[config.mk]
export PLATFORM = sky130hd
export DESIGN_NAME = adc_seq_ctrl
export DESIGN_NICKNAME = d
export VERILOG_FILES = /design/src/rtl/adc_seq_pkg.sv /design/src/rtl/adc_tick_gen.sv /design/src/rtl/adc_sar_reg.sv /design/src/rtl/adc_seq_ctrl.sv
export SDC_FILE = /design/constraint.sdc
export NUM_CORES = 1
export LEC_CHECK = 0
export BUFFER_PORTS_ARGS = -buffer_cell sky130_fd_sc_hd__clkbuf_2
export CAP_MARGIN = 5
export CELL_PAD_IN_SITES_DETAIL_PLACEMENT = 1
export CELL_PAD_IN_SITES_GLOBAL_PLACEMENT = 1
export CORE_MARGIN = 2
export CORE_UTILIZATION = 49
export CTS_BUF_LIST = sky130_fd_sc_hd__clkbuf_4
export DETAILED_ROUTE_END_ITERATION = 6
export GPL_TIMING_DRIVEN = 0
export HOLD_SLACK_MARGIN = 0.05
export PLACE_DENSITY_LB_ADDON = 0.08
export SLEW_MARGIN = 5
export SYNTH_ARGS = -nofsm -noshare
export SYNTH_HDL_FRONTEND = slang
export SYNTH_SLANG_ARGS = --single-unit
[constraint.sdc]
create_clock -name clk -period 3.4 [get_ports clk]
set_input_delay 0.17 -clock clk [delete_from_list [all_inputs] [get_ports clk]]
set_output_delay 0.17 -clock clk [all_outputs]
set_load 0.05 [all_outputs]
[src/rtl/adc_seq_pkg.sv]
package adc_seq_pkg;
    typedef enum logic [2:0] {
        ST_IDLE,
        ST_INIT,
        ST_SAMPLE,
        ST_CONV,
        ST_WRBACK
    } seq_state_t;

    localparam int CTRL_EN    = 7;
    localparam int CTRL_START = 6;
    localparam int CTRL_FLAG  = 4;
    localparam int CTRL_IE    = 3;
    localparam int PSC_W      = 3;
    localparam int CHAN_W     = 3;
endpackage

[src/rtl/adc_tick_gen.sv]
module adc_tick_gen #(
    parameter int PSC_W = 3
) (
    input  logic             clk,
    input  logic             rst_n,
    input  logic             run,
    input  logic [PSC_W-1:0] psc,
    output logic             tick
);
    localparam int CNT_W = (1 << PSC_W) - 1;

    logic [CNT_W-1:0] cnt;
    logic [CNT_W-1:0] mask;

    // Code 0 and code 1 both divide by two; code c otherwise divides by 2^c.
    always_comb begin
        mask = '0;
        for (int i = 0; i < CNT_W; i++) begin
            if (i == 0 || i < int'(psc)) mask[i] = 1'b1;
        end
    end

    always_ff @(posedge clk or negedge rst_n) begin
        if (!rst_n)   cnt <= '0;
        else if (!run) cnt <= '0;
        else          cnt <= cnt + 1'b1;
    end

    assign tick = run && ((cnt & mask) == mask);
endmodule

[src/rtl/adc_sar_reg.sv]
module adc_sar_reg #(
    parameter int W = 10
) (
    input  logic         clk,
    input  logic         rst_n,
    input  logic         load,
    input  logic         step,
    input  logic         cmp,
    output logic [W-1:0] code,
    output logic         last
);
    localparam int POS_W = (W > 1) ? $clog2(W) : 1;

    logic [POS_W-1:0] pos;

    always_ff @(posedge clk or negedge rst_n) begin
        if (!rst_n) begin
            code <= '0;
            pos  <= '0;
        end else if (load) begin
            code        <= '0;
            code[W-1]   <= 1'b1;
            pos         <= POS_W'(W-1);
        end else if (step) begin
            if (!cmp) code[pos] <= 1'b0;
            if (pos != '0) begin
                code[pos - 1'b1] <= 1'b1;
                pos              <= pos - 1'b1;
            end
        end
    end

    assign last = (pos == '0);
endmodule

[src/rtl/adc_seq_ctrl.sv]
module adc_seq_ctrl
    import adc_seq_pkg::*;
#(
    parameter int RES_W = 10
) (
    input  logic             clk,
    input  logic             rst_n,
    input  logic             reg_wr,
    input  logic             reg_addr,
    input  logic [7:0]       reg_wdata,
    output logic [7:0]       chan_rd,
    output logic [7:0]       ctrl_rd,
    output logic [RES_W-1:0] result_rd,
    output logic [2:0]       mux_sel,
    output logic [RES_W-1:0] dac_code,
    input  logic             cmp_in,
    output logic             irq
);
    localparam int INIT_TICKS = 2 * RES_W + 5;
    localparam int STEP_W     = $clog2(INIT_TICKS);

    seq_state_t state, st_n;

    logic              en_q, ie_q, flag_q, queued_q, need_init_q;
    logic [PSC_W-1:0]  psc_q;
    logic [CHAN_W-1:0] chan_q, chan_lat_q;
    logic [RES_W-1:0]  result_q;
    logic [STEP_W-1:0] step_cnt;

    logic wr_ctrl, wr_chan, en_next, en_rise, start_req;
    logic tick, sar_load, sar_step, sar_last, wb_done, busy;
    logic [RES_W-1:0] sar_code;

    assign wr_ctrl   = reg_wr && reg_addr;
    assign wr_chan   = reg_wr && !reg_addr;
    assign en_next   = wr_ctrl ? reg_wdata[CTRL_EN] : en_q;
    assign en_rise   = wr_ctrl && reg_wdata[CTRL_EN] && !en_q;
    assign start_req = wr_ctrl && reg_wdata[CTRL_EN] && reg_wdata[CTRL_START];

    adc_tick_gen #(.PSC_W(PSC_W)) u_tick (
        .clk   (clk),
        .rst_n (rst_n),
        .run   (en_q),
        .psc   (psc_q),
        .tick  (tick)
    );

    adc_sar_reg #(.W(RES_W)) u_sar (
        .clk   (clk),
        .rst_n (rst_n),
        .load  (sar_load),
        .step  (sar_step),
        .cmp   (cmp_in),
        .code  (sar_code),
        .last  (sar_last)
    );

    // Next-state logic
    always_comb begin
        st_n     = state;
        sar_load = 1'b0;
        sar_step = 1'b0;
        wb_done  = 1'b0;
        unique case (state)
            ST_IDLE: begin
                if (start_req) st_n = (need_init_q || en_rise) ? ST_INIT : ST_SAMPLE;
            end
            ST_INIT: begin
                if (tick && step_cnt == STEP_W'(INIT_TICKS - 1)) st_n = ST_SAMPLE;
            end
            ST_SAMPLE: begin
                if (tick) begin
                    sar_load = 1'b1;
                    st_n     = ST_CONV;
                end
            end
            ST_CONV: begin
                if (tick) begin
                    sar_step = 1'b1;
                    if (sar_last) st_n = ST_WRBACK;
                end
            end
            ST_WRBACK: begin
                if (tick && step_cnt == STEP_W'(1)) begin
                    wb_done = 1'b1;
                    st_n    = (queued_q || start_req) ? ST_SAMPLE : ST_IDLE;
                end
            end
            default: st_n = ST_IDLE;
        endcase
        if (!en_next) begin
            st_n     = ST_IDLE;
            sar_load = 1'b0;
            sar_step = 1'b0;
            wb_done  = 1'b0;
        end
    end

    // State register
    always_ff @(posedge clk or negedge rst_n) begin
        if (!rst_n) state <= ST_IDLE;
        else        state <= st_n;
    end

    // Register file and sequencing state
    always_ff @(posedge clk or negedge rst_n) begin
        if (!rst_n) begin
            en_q        <= 1'b0;
            ie_q        <= 1'b0;
            psc_q       <= '0;
            flag_q      <= 1'b0;
            chan_q      <= '0;
            chan_lat_q  <= '0;
            result_q    <= '0;
            queued_q    <= 1'b0;
            need_init_q <= 1'b0;
            step_cnt    <= '0;
        end else begin
            if (wr_chan) chan_q <= reg_wdata[CHAN_W-1:0];
            if (wr_ctrl) begin
                en_q  <= reg_wdata[CTRL_EN];
                ie_q  <= reg_wdata[CTRL_IE];
                psc_q <= reg_wdata[PSC_W-1:0];
            end

            if (wb_done)                              flag_q <= 1'b1;
            else if (wr_ctrl && reg_wdata[CTRL_FLAG]) flag_q <= 1'b0;

            if (wb_done) result_q <= sar_code;

            if (st_n == ST_SAMPLE && state != ST_SAMPLE) chan_lat_q <= chan_q;

            queued_q <= en_next && !(wb_done && st_n == ST_SAMPLE)
                        && (queued_q || (start_req && state != ST_IDLE));

            if (st_n == ST_INIT) need_init_q <= 1'b0;
            else if (en_rise)    need_init_q <= 1'b1;

            if (st_n != state) step_cnt <= '0;
            else if (tick)     step_cnt <= step_cnt + 1'b1;
        end
    end

    // Output logic
    always_comb begin
        busy      = (state == ST_INIT) || (state == ST_SAMPLE) || (state == ST_CONV);
        chan_rd   = {{(8-CHAN_W){1'b0}}, chan_q};
        ctrl_rd   = {en_q, busy || queued_q, 1'b0, flag_q, ie_q, psc_q};
        result_rd = result_q;
        mux_sel   = chan_lat_q;
        dac_code  = sar_code;
        irq       = flag_q && ie_q;
    end
endmodule

Yosys cells after proc, flatten, opt, wreduce, memory -nomap -nowiden
Cells that the tools add are included.
Storage, ports and cells
  register bits after elaboration: 53
  bits of input ports: 13
  output and inout port bits: 40
  logic and storage cells: 123
Cells by class
  $add $sub $neg: 3
  order comparisons: 10
  eq/ne operators: 11
  muxes and demuxes: 45
  bitwise gates (word level): 4
  reductions and logical operators: 36
Operator list (number)
  $mux W10: 6
  $mux W1: 21
  $mux W3: 7
  $logic_and A1 B1 Y1: 17
  $pmux W3 S5: 1
  $mux W4: 3
  $and A10 B10 Y10: 1
  $lt A4 B5 Y1 const B: 2
  $mux W5: 2
  $not A10 Y10: 1
  $or A10 B10 Y10: 1
  $reduce_bool A2 Y1: 5
  $eq A3 B2 Y1 const B: 3
  $lt A3 B3 Y1 const A: 3
  $demux W1 S4: 2
  $ge A4 B1 Y1 const B: 2
  $add A7 B1 Y7 const B: 1
  $and A7 B7 Y7: 1
  $eq A7 B7 Y1: 1
  $mux W7: 1
  $eq A3 B1 Y1 const B: 2
  $logic_or A1 B1 Y1: 6
  $lt A2 B3 Y1 const A: 2
  $add A5 B1 Y5 const B: 1
  14 further kinds: 17

Depth between registers and ports, before layout
  depth in word-level cells: 14
  gate-level depth with buffers: 9
  gate-level depth less buffers: 8

Cells and area by module
Synthesis repeated with hierarchy kept, for this count alone.
Second synthesis, totals
  cell total of the unflattened synthesis: 262
  area, all modules: 2950.3 sq um
By module, submodules not included
  adc_seq_ctrl: times used 1, cells each 143, area an instance 1756.7 sq um, sequential area each 800.8 sq um
  adc_sar_reg: times used 1, cells each 84, area an instance 827.0 sq um, sequential area each 350.3 sq um
  adc_tick_gen: times used 1, cells each 35, area an instance 366.6 sq um, sequential area each 175.2 sq um

Worst setup path after synthesis
No wires, ideal clock.
  path kind: register -> register
  from: reg psc_q[1]
  to: reg result_q[2] (netlist: result_rd[2])
  library setup time: 125 ps
  data arrival time: 2000 ps
  data required time: 3275 ps
  path slack: 1275 ps
  cell stages (with the launch flop): 8
  buffers on the path: 2
  period minus slack after synthesis: 2125 ps
  path through: dfrtp_1 -> nor2b_1 -> a311oi_2 -> and3_1 -> buf_6 -> nand4_4 -> buf_6 -> mux2_4
On the way
  word-level cells in the longest chain between the ends: 9
  elaborated cells on any way between the ends: 19
  those cells by class: 6 x order compare; 1 x eq/ne; 9 x mux; 1 x bitwise; 2 x reduce/logical
RTL lines
  start: declaration: RTL line adc_seq_ctrl.sv:25  | logic [PSC_W-1:0] psc_q;
  start signal: assignment: RTL line adc_seq_ctrl.sv:123  | psc_q <= reg_wdata[PSC_W-1:0];
  $lt A1 B3 Y1 (tied with other cells): RTL line adc_tick_gen.sv:19  | if (i == 0 || i < int'(psc)) mask[i] = 1'b1;
  $mux W1: RTL line adc_tick_gen.sv:19
  $and A7 B7 Y7: RTL line adc_tick_gen.sv:29  | assign tick = run && ((cnt & mask) == mask);
  $eq A7 B7 Y1 *: RTL line adc_tick_gen.sv:29
  $logic_and A1 B1 Y1 *: RTL line adc_tick_gen.sv:29
  $logic_and A1 B1 Y1 *: RTL line adc_seq_ctrl.sv:84  | if (tick && step_cnt == STEP_W'(1)) begin
  $mux W1 *: RTL line adc_seq_ctrl.sv:84
  $mux W1 *: RTL line adc_seq_ctrl.sv:64  | unique case (state)
  $mux W1 *: RTL line adc_seq_ctrl.sv:91  | if (!en_next) begin
  end signal: assignment: RTL line adc_seq_ctrl.sv:129  | if (wb_done) result_q <= sar_code;
  end: declaration: RTL line adc_seq_ctrl.sv:27  | logic [RES_W-1:0] result_q;
Mark *: on every way between the ends. The rest lies on a longest branch, timed or not.
A chain may end at the register's enable or synchronous reset.

Worst setup path in the final report
  from: reg u_sar.pos[0]
  to: reg step_cnt[4]
On the way
  word-level cells in the longest chain between the ends: 7
  elaborated cells on any way between the ends: 8
  those cells by class: 1 x eq/ne; 5 x mux; 2 x reduce/logical
RTL lines
  start: declaration: RTL line adc_sar_reg.sv:14  | logic [POS_W-1:0] pos;
  start signal: assignment: RTL line adc_sar_reg.sv:23  | pos <= POS_W'(W-1);
  start signal: assignment: RTL line adc_sar_reg.sv:28  | pos <= pos - 1'b1;
  $logic_not A4 Y1 *: RTL line adc_sar_reg.sv:33  | assign last = (pos == '0);
  $mux W3 *: RTL line adc_seq_ctrl.sv:80  | if (sar_last) st_n = ST_WRBACK;
  $mux W3 *: RTL line adc_seq_ctrl.sv:78  | if (tick) begin
  $pmux W3 S5 *: RTL line adc_seq_ctrl.sv:64
  $mux W3 *: RTL line adc_seq_ctrl.sv:91
  $ne A3 B3 Y1 *: RTL line adc_seq_ctrl.sv:139  | if (st_n != state) step_cnt <= '0;
  $mux W5 / $reduce_bool A2 Y1 (equally long branches)
  end signal: assignment: RTL line adc_seq_ctrl.sv:140  | else if (tick) step_cnt <= step_cnt + 1'b1;
  end: declaration: RTL line adc_seq_ctrl.sv:28  | logic [STEP_W-1:0] step_cnt;
Marks and branches as above.

==> run summary <==
vias in the first global route = 2335
DRC Markers = 0
core box area = 5920 sq um
pwr dens = 384 nW/um^2
Worst Setup Start Kind = register
post-synth top area cell = dfrtp_1
Worst Tran Pin Value = 679 ps
worst path bufs/invs = 2
Max Root-Sink Buffers = 2
Slowest cell on crit path = dfrtp_1
Max stage delay on crit path = 480 ps
Critical Path End Type = register
largest net degree at the start of global routing = 54
Total Wirelength = 7.57 mm
RSZ-0062 raised after global routing = no
die area = 6740 sq um
total design power = 1.32 mW
Synth Flop Type = dfrtp_1
Max Freq = 409 MHz
IR drop worst, VDD = 0.221 mV
RR Endpoint = step_cnt[4]$_DFFE_PN0P_
Slew HR = 54.7%
largest cells by area after synthesis = dfrtp_1 44%, mux2_2 4.5%, mux2_4 4.0%
initial antenna violation count = 0
# hold bufs at CTS = 4
Crit Path Class = reg -> reg
die height = 82.1 um
Clock Skews = 18.8 ps
clk_lat worst skew = 380 ps
first-pass GRT wire length = 12.1 mm
worst slack, placed = 1000 ps
critical path, cell by cell = inv_1 > ha_1 > clkbuf_1 > nor3b_1 > nand2_1 > o221ai_1 > a211o_1 > a311o_1 > nor2_1
leading cell types in the layout, fill and taps excluded = 53 x dfrtp_1, 44 x clkbuf_2, 21 x nand2_1
cell row count = 28
Crit path max-delay family = compound AO/OA/AOI/OAI gates
Post-synth ARST share = 100%
min cycle time layout = 2450 ps
register area share after synthesis = 44.4%
top-area cell type share of the netlist area = 44.4%
Worst Path Arrival = 2710 ps
Final Instance Count excl. Fillers = 416
Final period util = 71.9%
Mapped Cells = 278
Num CTS Buffers = 5
Root Driver = clkbuf_4
Avg Cell Area, Syn = 10.7 sq um
Total Routing Usage GR = 23.3%
TritonCTS clock tree = built
Cell Area, Synth = 2990 sq um
Fin Setup TNS = 0 ps
#FFs+latches synth = 53
clock slew at reported path FFs = 170 ps
DRT Pass-1 Iters = 4
H-tree level count = 2
Avg WL per Cell = 18.2 um
cells on worst reg2reg path = 9
# resized after CTS = 0
Post-synth EDFFs = 0
Final Util = 58.1%
Final Slew Violations = 0
layout cells sized above 1 = 31.1%
Required @ worst endpoint = 3670 ps
Placed Cells = 403
number of distinct library cells after synthesis = 68
I/O pin count = 53
grt ovf = 0
grt met1 use = 34.1%
initial core utilization = 50.4%
die width = 82.1 um
Nets = 362
Hold Path Depth = 4
Final Worst Setup Slack = 955 ps
Antenna Diode Count = 0
Ys Warns = 0
hold endpoint = flag_q$_DFFE_PN0P_
CTS sink cnt = 53
reg2reg setup slack = 950 ps
Max Cap Violations = 0
most common cell after layout, fill and taps aside = dfrtp_1
Routed Antenna Nets = 0
Leakage = 1.69 nW
worst hold path type = in -> reg
Synth-to-Final Area Change = 15.1%
port buffer count = 45
DR vias/cell = 5.68
final HPWL from detailed placement = 5.63 mm
GRT met2 Usage = 37.0%
Worst Path Max Fanout = 10
routability congestion estimate = 0.891
outcome = finished, final reports clean
r2r startpoint = u_sar.pos[0]$_DFFE_PN0P_
Fin. Hold Viols = 0
Post-CTS Setup Inserts = 0
Hold Startpoint = reg_wdata[4]
count of final setup violators = 0
GRT Max-Usage Layer = met2
vias = 2363
initial drt markers = 61
met3 usage = 2.97%
==> synth_stat cells, drive strengths merged, types with 3 or more instances <==
cell type / count
xnor2: 4
inv: 11
nand4: 4
clkbuf: 4
a21boi: 4
nand2: 21
a32o: 5
and2: 4
a21o: 3
nand3: 13
ha: 9
mux2: 20
nor3b: 3
nand2b: 6
o21ai: 17
a21oi: 7
nand3b: 3
buf: 13
nor3: 5
xor2: 7
dfrtp: 53
nor2: 22
and3: 4
==> power breakdown <==
part / internal [mW] / switching, mW
Combinational: 0.0995 / 0.212
Sequential: 0.670 / 0.0424
Clock: 0.0803 / 0.215
Total: 0.850 / 0.469
==> registers in the layout, summed over array words and instances, names as in the netlist <==
| name | flops |
|---|---|
| chan_q | 3 |
| en_q | 1 |
| flag_q | 1 |
| ie_q | 1 |
| mux_sel | 3 |
| need_init_q | 1 |
| psc_q | 3 |
| queued_q | 1 |
| result_rd | 10 |
| state | 3 |
| step_cnt | 5 |
| u_sar.code | 10 |
| u_sar.pos | 4 |
| u_tick.cnt | 7 |
==> tightest hold or removal path, delay by kind of cell <==
family / cells / cell delay [ps]
buffers and inverters: 1 / 80
AND/OR/NAND/NOR: 3 / 220
==> cells by family after synthesis <==
logic type,count (synthesis),synth area share [%]
other cells,1,0.126
mux,21,8.88
simple gates,97,19.7
buf+inv,28,5.24
compound gates,57,14.3
fa+ha+maj,10,4.11
flops,53,44.4
xor+xnor,11,3.23
==> worst max-delay path by stage <==
stage,startpoint,end,cells past startpoint
floorplan,psc_q[1]$_DFFE_PN0P_,result_rd[2]$_DFFE_PN0P_,7
global placement,u_sar.pos[0]$_DFFE_PN0P_,step_cnt[3]$_DFFE_PN0P_,9
detailed placement,u_sar.pos[0]$_DFFE_PN0P_,step_cnt[4]$_DFFE_PN0P_,9
CTS,u_sar.pos[0]$_DFFE_PN0P_,step_cnt[4]$_DFFE_PN0P_,9
global route,u_sar.pos[0]$_DFFE_PN0P_,step_cnt[3]$_DFFE_PN0P_,7
finish,u_sar.pos[0]$_DFFE_PN0P_,step_cnt[4]$_DFFE_PN0P_,9
==> cell type report <==
type,instances,area [sq um]
Timing Repair Buffer,50,278
Tap cell,75,93.8
Inverter,11,41.3
Buffer,17,115
Fill cell,670,2480
Multi-Input combinational cell,202,1520
Clock inverter,3,22.5
Clock buffer,5,37.5
Sequential cell,53,1330
==> per-stage QoR <==
step,hold slack [ps],instance area (sq um)
final,113,3440
after global routing,116,3440
after detailed placement,414,3320
after global placement,411,3320
after floorplan,-126,3010
after CTS,102,3420
==> metal layers <==
layer / part of all wire, % / routed length, um
met4: 0.54 / 41
met2: 46 / 3500
met1: 48 / 3640
met3: 5.1 / 388
met5: 0 / 0
(Power assumes the default switching activity.)
